==> src/rtl/lbs_pkg.sv <==
// Shared types and constant settings for the link bring-up sequencer.
// Assumes the state encoding is ordered so that "at or past phase X"
// can be decoded with a magnitude compare.
package lbs_pkg;
    typedef enum logic [3:0] {
        ST_IDLE   = 4'd0,
        ST_CFG    = 4'd1,
        ST_PWR    = 4'd2,
        ST_REFCLK = 4'd3,
        ST_PERST  = 4'd4,
        ST_TRAIN  = 4'd5,
        ST_POLL   = 4'd6,
        ST_SETTLE = 4'd7,
        ST_UP     = 4'd8,
        ST_DOWN   = 4'd9
    } lbs_state_e;

    localparam logic [3:0] PORT_TYPE_ROOT = 4'd4;
    localparam logic [4:0] LOS_LEVEL      = 5'd9;
    localparam logic [5:0] DEEMPH_A       = 6'd21;
    localparam logic [5:0] DEEMPH_B       = 6'd21;
    localparam logic [5:0] DEEMPH_C       = 6'd32;
    localparam logic [6:0] SWING_FULL     = 7'd115;
    localparam logic [6:0] SWING_LOW      = 7'd115;

    function automatic int unsigned max_of(input int unsigned a, input int unsigned b);
        return (a > b) ? a : b;
    endfunction
endpackage

==> src/rtl/lbs_sync.sv <==
// Multi-flop synchroniser for one asynchronous level input.
// Assumes the input is a slow level, so no pulse stretching is needed.
module lbs_sync #(
    parameter int STAGES = 2
) (
    input  logic clk,
    input  logic rst_n,
    input  logic d_i,
    output logic q_o
);
    logic [STAGES-1:0] chain;

    // shift the asynchronous level through the flop chain
    always_ff @(posedge clk) begin
        if (!rst_n) chain <= '0;
        else        chain <= {chain[STAGES-2:0], d_i};
    end

    assign q_o = chain[STAGES-1];
endmodule

==> src/rtl/lbs_timer.sv <==
// Loadable down-counter used to time each sequencer phase.
// A phase loaded with N-1 on entry lasts exactly N cycles; zero_o is
// high in the last cycle. Assumes load_val fits in W bits.
module lbs_timer #(
    parameter int W = 8
) (
    input  logic         clk,
    input  logic         rst_n,
    input  logic         load_i,
    input  logic [W-1:0] load_val_i,
    output logic         zero_o
);
    logic [W-1:0] cnt;

    // reload on phase entry, otherwise count down and stop at zero
    always_ff @(posedge clk) begin
        if (!rst_n)            cnt <= '0;
        else if (load_i)       cnt <= load_val_i;
        else if (cnt != '0)    cnt <= cnt - 1'b1;
    end

    assign zero_o = (cnt == '0);
endmodule

==> src/rtl/lbs_poll.sv <==
// Poll attempt counter with periodic diagnostic strobe.
// One attempt per active cycle; last_o flags the final allowed attempt.
// The strobe fires on each period wrap and on the final attempt unless
// the link is seen in that same cycle. Assumes clr_i precedes polling.
module lbs_poll #(
    parameter int POLL_MAX    = 1024,
    parameter int DIAG_PERIOD = 256
) (
    input  logic clk,
    input  logic rst_n,
    input  logic clr_i,
    input  logic active_i,
    input  logic link_i,
    output logic last_o,
    output logic diag_o
);
    localparam int PW = $clog2(POLL_MAX + 1);
    localparam int DW = $clog2(DIAG_PERIOD + 1);

    logic [PW-1:0] pcnt;
    logic [DW-1:0] dcnt;
    logic          wrap;

    assign wrap = (dcnt == DW'(DIAG_PERIOD - 1));

    // count attempts and the position inside the diagnostic period
    always_ff @(posedge clk) begin
        if (!rst_n || clr_i) begin
            pcnt <= '0;
            dcnt <= '0;
        end else if (active_i) begin
            pcnt <= pcnt + 1'b1;
            dcnt <= wrap ? '0 : dcnt + 1'b1;
        end
    end

    assign last_o = (pcnt == PW'(POLL_MAX - 1));
    assign diag_o = active_i && !link_i && (wrap || last_o);
endmodule

==> src/rtl/link_bringup_seq.sv <==
// Link bring-up and reset sequencer, top level.
// Walks config -> power -> clocks -> endpoint reset -> training -> poll ->
// settle, then reports link up or down. Start is honoured only when idle
// or after a result. Assumes PWR_CYC >= 2 so the core clock is on before
// the reference clock, and all durations >= 1.
module link_bringup_seq
    import lbs_pkg::*;
#(
    parameter int PWR_CYC     = 2500,
    parameter int REFCLK_CYC  = 2500,
    parameter int PERST_CYC   = 25000000,
    parameter int SETTLE_CYC  = 875000,
    parameter int POLL_MAX    = 1048576,
    parameter int DIAG_PERIOD = 262144
) (
    input  logic       clk,
    input  logic       rst_n,
    input  logic       start_i,
    input  logic       link_stat_i,
    output logic       phy_pd_o,
    output logic       pwr_en_o,
    output logic       clk_en_o,
    output logic       refclk_en_o,
    output logic       perst_n_o,
    output logic       train_en_o,
    output logic       link_up_o,
    output logic       link_down_o,
    output logic       diag_strobe_o,
    output logic [3:0] port_type_o,
    output logic [4:0] los_level_o,
    output logic [5:0] deemph_a_o,
    output logic [5:0] deemph_b_o,
    output logic [5:0] deemph_c_o,
    output logic [6:0] swing_full_o,
    output logic [6:0] swing_low_o
);
    localparam int SETTLE_TOT = 2 * SETTLE_CYC;
    localparam int MAX_DUR    = max_of(max_of(PWR_CYC, REFCLK_CYC),
                                       max_of(PERST_CYC, SETTLE_TOT));
    localparam int TW         = $clog2(MAX_DUR + 1);

    lbs_state_e    st, st_n;
    logic          link_s;
    logic          tmr_zero;
    logic          poll_last;
    logic [TW-1:0] tmr_val;
    logic          clk_en_q;
    logic          pwr_on;

    lbs_sync #(.STAGES(2)) u_sync (
        .clk   (clk),
        .rst_n (rst_n),
        .d_i   (link_stat_i),
        .q_o   (link_s)
    );

    // duration to load on entry to the next phase
    always_comb begin
        case (st_n)
            ST_PWR:    tmr_val = TW'(PWR_CYC - 1);
            ST_REFCLK: tmr_val = TW'(REFCLK_CYC - 1);
            ST_PERST:  tmr_val = TW'(PERST_CYC - 1);
            ST_SETTLE: tmr_val = TW'(SETTLE_TOT - 1);
            default:   tmr_val = '0;
        endcase
    end

    lbs_timer #(.W(TW)) u_tmr (
        .clk        (clk),
        .rst_n      (rst_n),
        .load_i     (st_n != st),
        .load_val_i (tmr_val),
        .zero_o     (tmr_zero)
    );

    lbs_poll #(.POLL_MAX(POLL_MAX), .DIAG_PERIOD(DIAG_PERIOD)) u_poll (
        .clk      (clk),
        .rst_n    (rst_n),
        .clr_i    (st == ST_TRAIN),
        .active_i (st == ST_POLL),
        .link_i   (link_s),
        .last_o   (poll_last),
        .diag_o   (diag_strobe_o)
    );

    // next-phase selection
    always_comb begin
        st_n = st;
        case (st)
            ST_IDLE, ST_UP, ST_DOWN: if (start_i) st_n = ST_CFG;
            ST_CFG:    st_n = ST_PWR;
            ST_PWR:    if (tmr_zero) st_n = ST_REFCLK;
            ST_REFCLK: if (tmr_zero) st_n = ST_PERST;
            ST_PERST:  if (tmr_zero) st_n = ST_TRAIN;
            ST_TRAIN:  st_n = ST_POLL;
            ST_POLL: begin
                if (link_s)         st_n = ST_SETTLE;
                else if (poll_last) st_n = ST_DOWN;
            end
            ST_SETTLE: if (tmr_zero) st_n = ST_UP;
            default:   st_n = ST_IDLE;
        endcase
    end

    // phase register
    always_ff @(posedge clk) begin
        if (!rst_n) st <= ST_IDLE;
        else        st <= st_n;
    end

    // core clock follows power by one cycle
    always_ff @(posedge clk) begin
        if (!rst_n) clk_en_q <= 1'b0;
        else        clk_en_q <= pwr_on;
    end

    assign pwr_on        = (st >= ST_PWR);
    assign pwr_en_o      = pwr_on;
    assign phy_pd_o      = !pwr_on;
    assign clk_en_o      = clk_en_q && pwr_on;
    assign refclk_en_o   = (st >= ST_REFCLK);
    assign perst_n_o     = (st != ST_PERST);
    assign train_en_o    = (st >= ST_TRAIN);
    assign link_up_o     = (st == ST_UP);
    assign link_down_o   = (st == ST_DOWN);

    assign port_type_o   = PORT_TYPE_ROOT;
    assign los_level_o   = LOS_LEVEL;
    assign deemph_a_o    = DEEMPH_A;
    assign deemph_b_o    = DEEMPH_B;
    assign deemph_c_o    = DEEMPH_C;
    assign swing_full_o  = SWING_FULL;
    assign swing_low_o   = SWING_LOW;
endmodule

==> config.mk <==
export PLATFORM = sky130hd
export DESIGN_NAME = link_bringup_seq
export DESIGN_NICKNAME = d
export VERILOG_FILES = /design/src/rtl/lbs_pkg.sv /design/src/rtl/lbs_sync.sv /design/src/rtl/lbs_timer.sv /design/src/rtl/lbs_poll.sv /design/src/rtl/link_bringup_seq.sv
export SDC_FILE = /design/constraint.sdc
export NUM_CORES = 1
export LEC_CHECK = 0
export ABC_AREA = 1
export BUFFER_PORTS_ARGS = -buffer_cell sky130_fd_sc_hd__clkbuf_2
export CORE_ASPECT_RATIO = 0.75
export CORE_MARGIN = 3
export CORE_UTILIZATION = 50
export DETAILED_ROUTE_END_ITERATION = 8
export PLACE_DENSITY_LB_ADDON = 0.12
export SKIP_CTS_REPAIR_TIMING = 1
export SLEW_MARGIN = 10
export SYNTH_ARGS = -nofsm -noshare
export SYNTH_HDL_FRONTEND = slang
export SYNTH_SLANG_ARGS = --single-unit
==> constraint.sdc <==
create_clock -name clk -period 2.1 [get_ports clk]
set_input_delay 0.105 -clock clk [delete_from_list [all_inputs] [get_ports clk]]
set_output_delay 0.105 -clock clk [all_outputs]
set_load 0.05 [all_outputs]
==> flow_summary.json <==
{
  "clk_pin_slew_worst_paths_ns": 0.06,
  "core_mm2": 0.00813,
  "cts_tree": "built",
  "cp.arrival_ns": 2.24,
  "vias_per_cell": 5.09,
  "min_period_ns": 2.03,
  "io-pin-count": 54,
  "async_reset_ff_share_pct": 0,
  "post-dp-hpwl_um": 7780,
  "final_util_pct": 65.1,
  "synth_area_leaders": "dfxtp_1 (33%), nand2_1 (10%), nor2_1 (8.6%)",
  "num-nets-final": 705,
  "drive_gt1_share_pct": 23.6,
  "overflow": 0,
  "track_usage_pct": 21.7,
  "finalHoldViolations": 0,
  "ant_nets": 0,
  "place_ws_ns": -0.00952,
  "netlist_area_mm2": 0.00432,
  "ys_ff_latch": 72,
  "syn-instance-count": 626,
  "synth_edf_count": 0,
  "status": "finished, final reports clean",
  "path_cells": "inv_2 > ha_4 > nand2_4 > nor2_4 > nand2_4 > nor2_4 > nor2_2 > nor2_4 > nand4_1 > nand2_4 > nand3_4 > nand2_8 > buf_8 > a21oi_1",
  "crit_family": "simple AND/OR/NAND/NOR gates",
  "fin_crit_sh_pct": 96.6,
  "crit_path_max_fanout": 7,
  "synth_seq_area_share_pct": 33.4,
  "ys.flop_type": "dfxtp_1",
  "initial_utilization_pct": 53.1,
  "cts_buffers": 9,
  "yosysTopAreaCellShare_pct": 33.4,
  "clock_latency_ns": 0.33,
  "cellPowerDensity_mw_per_mm2": 1490,
  "synth_common_cells": "nand2_1 (119), nor2_1 (99), dfxtp_1 (72)",
  "leakage_nw": 2.34,
  "synth_cell_types": 42,
  "cp_slowest_stage_delay_ns": 0.32,
  "start_kind": "flip-flop",
  "synth.most_common_cell": "nand2_1",
  "rsz0062_at_grt": "true",
  "drv_slew": 0,
  "stdcell_count": 807,
  "fin_hold_ws_ns": 0.200,
  "antenna_found_initial": 0,
  "cts_max_path_buffers": 2,
  "crit_path_end_kind": "flip-flop",
  "placed_cells": 769,
  "cp.buffers_inverters": 2,
  "row_count": 28,
  "slew_headroom_pct": 65.2,
  "clockRootBuffer": "clkbuf_16",
  "setup_violations": 0,
  "design.die.area_mm2": 0.00979,
  "grt_start_max_net_pins": 21,
  "drt_first_pass_iters": 5,
  "synth_warnings": 0,
  "fmax_mhz": 493,
  "grt_pass1_vias": 3625,
  "peakVddDrop_mv": 0.914,
  "tns_ns": 0,
  "grt_pass1_wl_um": 17100,
  "crit_slowest_cell": "dfxtp_2",
  "min-delay-path-class": "primary input to flip-flop",
  "vias": 4104,
  "die_h_um": 86.5,
  "cts_num_sinks": 72,
  "portBuffers": 12,
  "htreeDepth": 3,
  "wl_um": 10900,
  "die_w_um": 113,
  "post_drt_wl_per_cell_um": 13.5,
  "antenna_cells": 0,
  "drc": 0,
  "area_delta_synth_final_pct": 22.6,
  "nFillCells": 721,
  "tightest_slew_ns": 0.521,
  "synth_largest_area_cell": "dfxtp_1",
  "worstSetupPathType": "flip-flop to flip-flop",
  "skew_ns": 0.00417,
  "first_iter_violations": 253,
  "drv_cap": 0,
  "cp.required_ns": 2.31,
  "timing.final.ws_setup_ns": 0.0721,
  "syn_area_per_cell_um2": 6.89,
  "gp_congestion": 0.921
}
-- state kept, by name, indices dropped and copies added (netlist names) --
register and flops:
u_tmr.cnt 25, u_poll.pcnt 21, u_poll.dcnt 19, st 4, u_sync.chain 2, clk_en_q 1
-- power by group --
group	internal, W	switching [W]
Clock	0.000944	0.000572
Sequential	0.00157	0.000166
Combinational	0.00182	0.00284
Total	0.00433	0.00358
-- final cells by class --
type / count / area [um^2] / share of cell area (%)
Tap cell: 105 / 131 / 2.48
Clock buffer: 12 / 246 / 4.66
Multi-Input combinational cell: 465 / 2540 / 48.1
Inverter: 80 / 315 / 5.96
Timing Repair Buffer: 70 / 561 / 10.6
Clock inverter: 3 / 42.5 / 0.804
Sequential cell: 72 / 1450 / 27.4
-- cell usage in the layout (no fill, tap or decap), types with 10 or more instances in the layout --
| master | n |
|---|---|
| nand2_1 | 112 |
| nor2_1 | 88 |
| inv_1 | 67 |
| dfxtp_1 | 65 |
| buf_4 | 51 |
| conb_1 | 41 |
| a21oi_1 | 34 |
| xor2_1 | 26 |
| nand3_1 | 24 |
| o21ai_0 | 16 |
| nor3_1 | 15 |
| nor2_2 | 13 |
| nand2_2 | 11 |
| clkbuf_2 | 11 |
| inv_2 | 10 |
-- worst min-delay path, cell delays in order --
cell,delay (ns)
clkbuf_2,0.12
nor2_1,0.07
a21oi_1,0.12
a21oi_1,0.07
-- worst paths after layout --
check | start | endpoint | slack, ns | cells past startpoint
max | u_tmr.cnt[1] | u_tmr.cnt[16] | 0.07 | 14
min | start_i | st[3] | 0.20 | 4
max reg2reg | u_tmr.cnt[1] | u_tmr.cnt[16] | 0.07 | 14
min reg2reg | u_sync.chain[0] | u_sync.chain[1] | 0.42 | 2
-- kinds of logic after synthesis --
group,count (synthesis),synth area share [%]
xor+xnor,33,6.70
compound gates,73,9.97
other cells,2,0.174
simple gates,313,33.4
fa+ha+maj,3,0.870
flops,72,33.4
buf+inv,130,15.5
-- metal layers --
metal,vias up,wire (um),track usage (%)
met5,-,0,0
met4,0,59,5.57
met3,6,953,6.49
met2,172,4550,31.3
met1,1876,5330,31.6
li1,2050,-,-
-- through the flow --
step / instance area (um^2) / power (W)
final: 5290 / 0.00790
after CTS: 4870 / 0.00699
after detailed placement: 4580 / 0.00544
after global placement: 4580 / 0.00540
after global routing: 5290 / 0.00840
after floorplan: 4460 / 0.00460
Note: power is estimated with default switching activity, not from simulation.
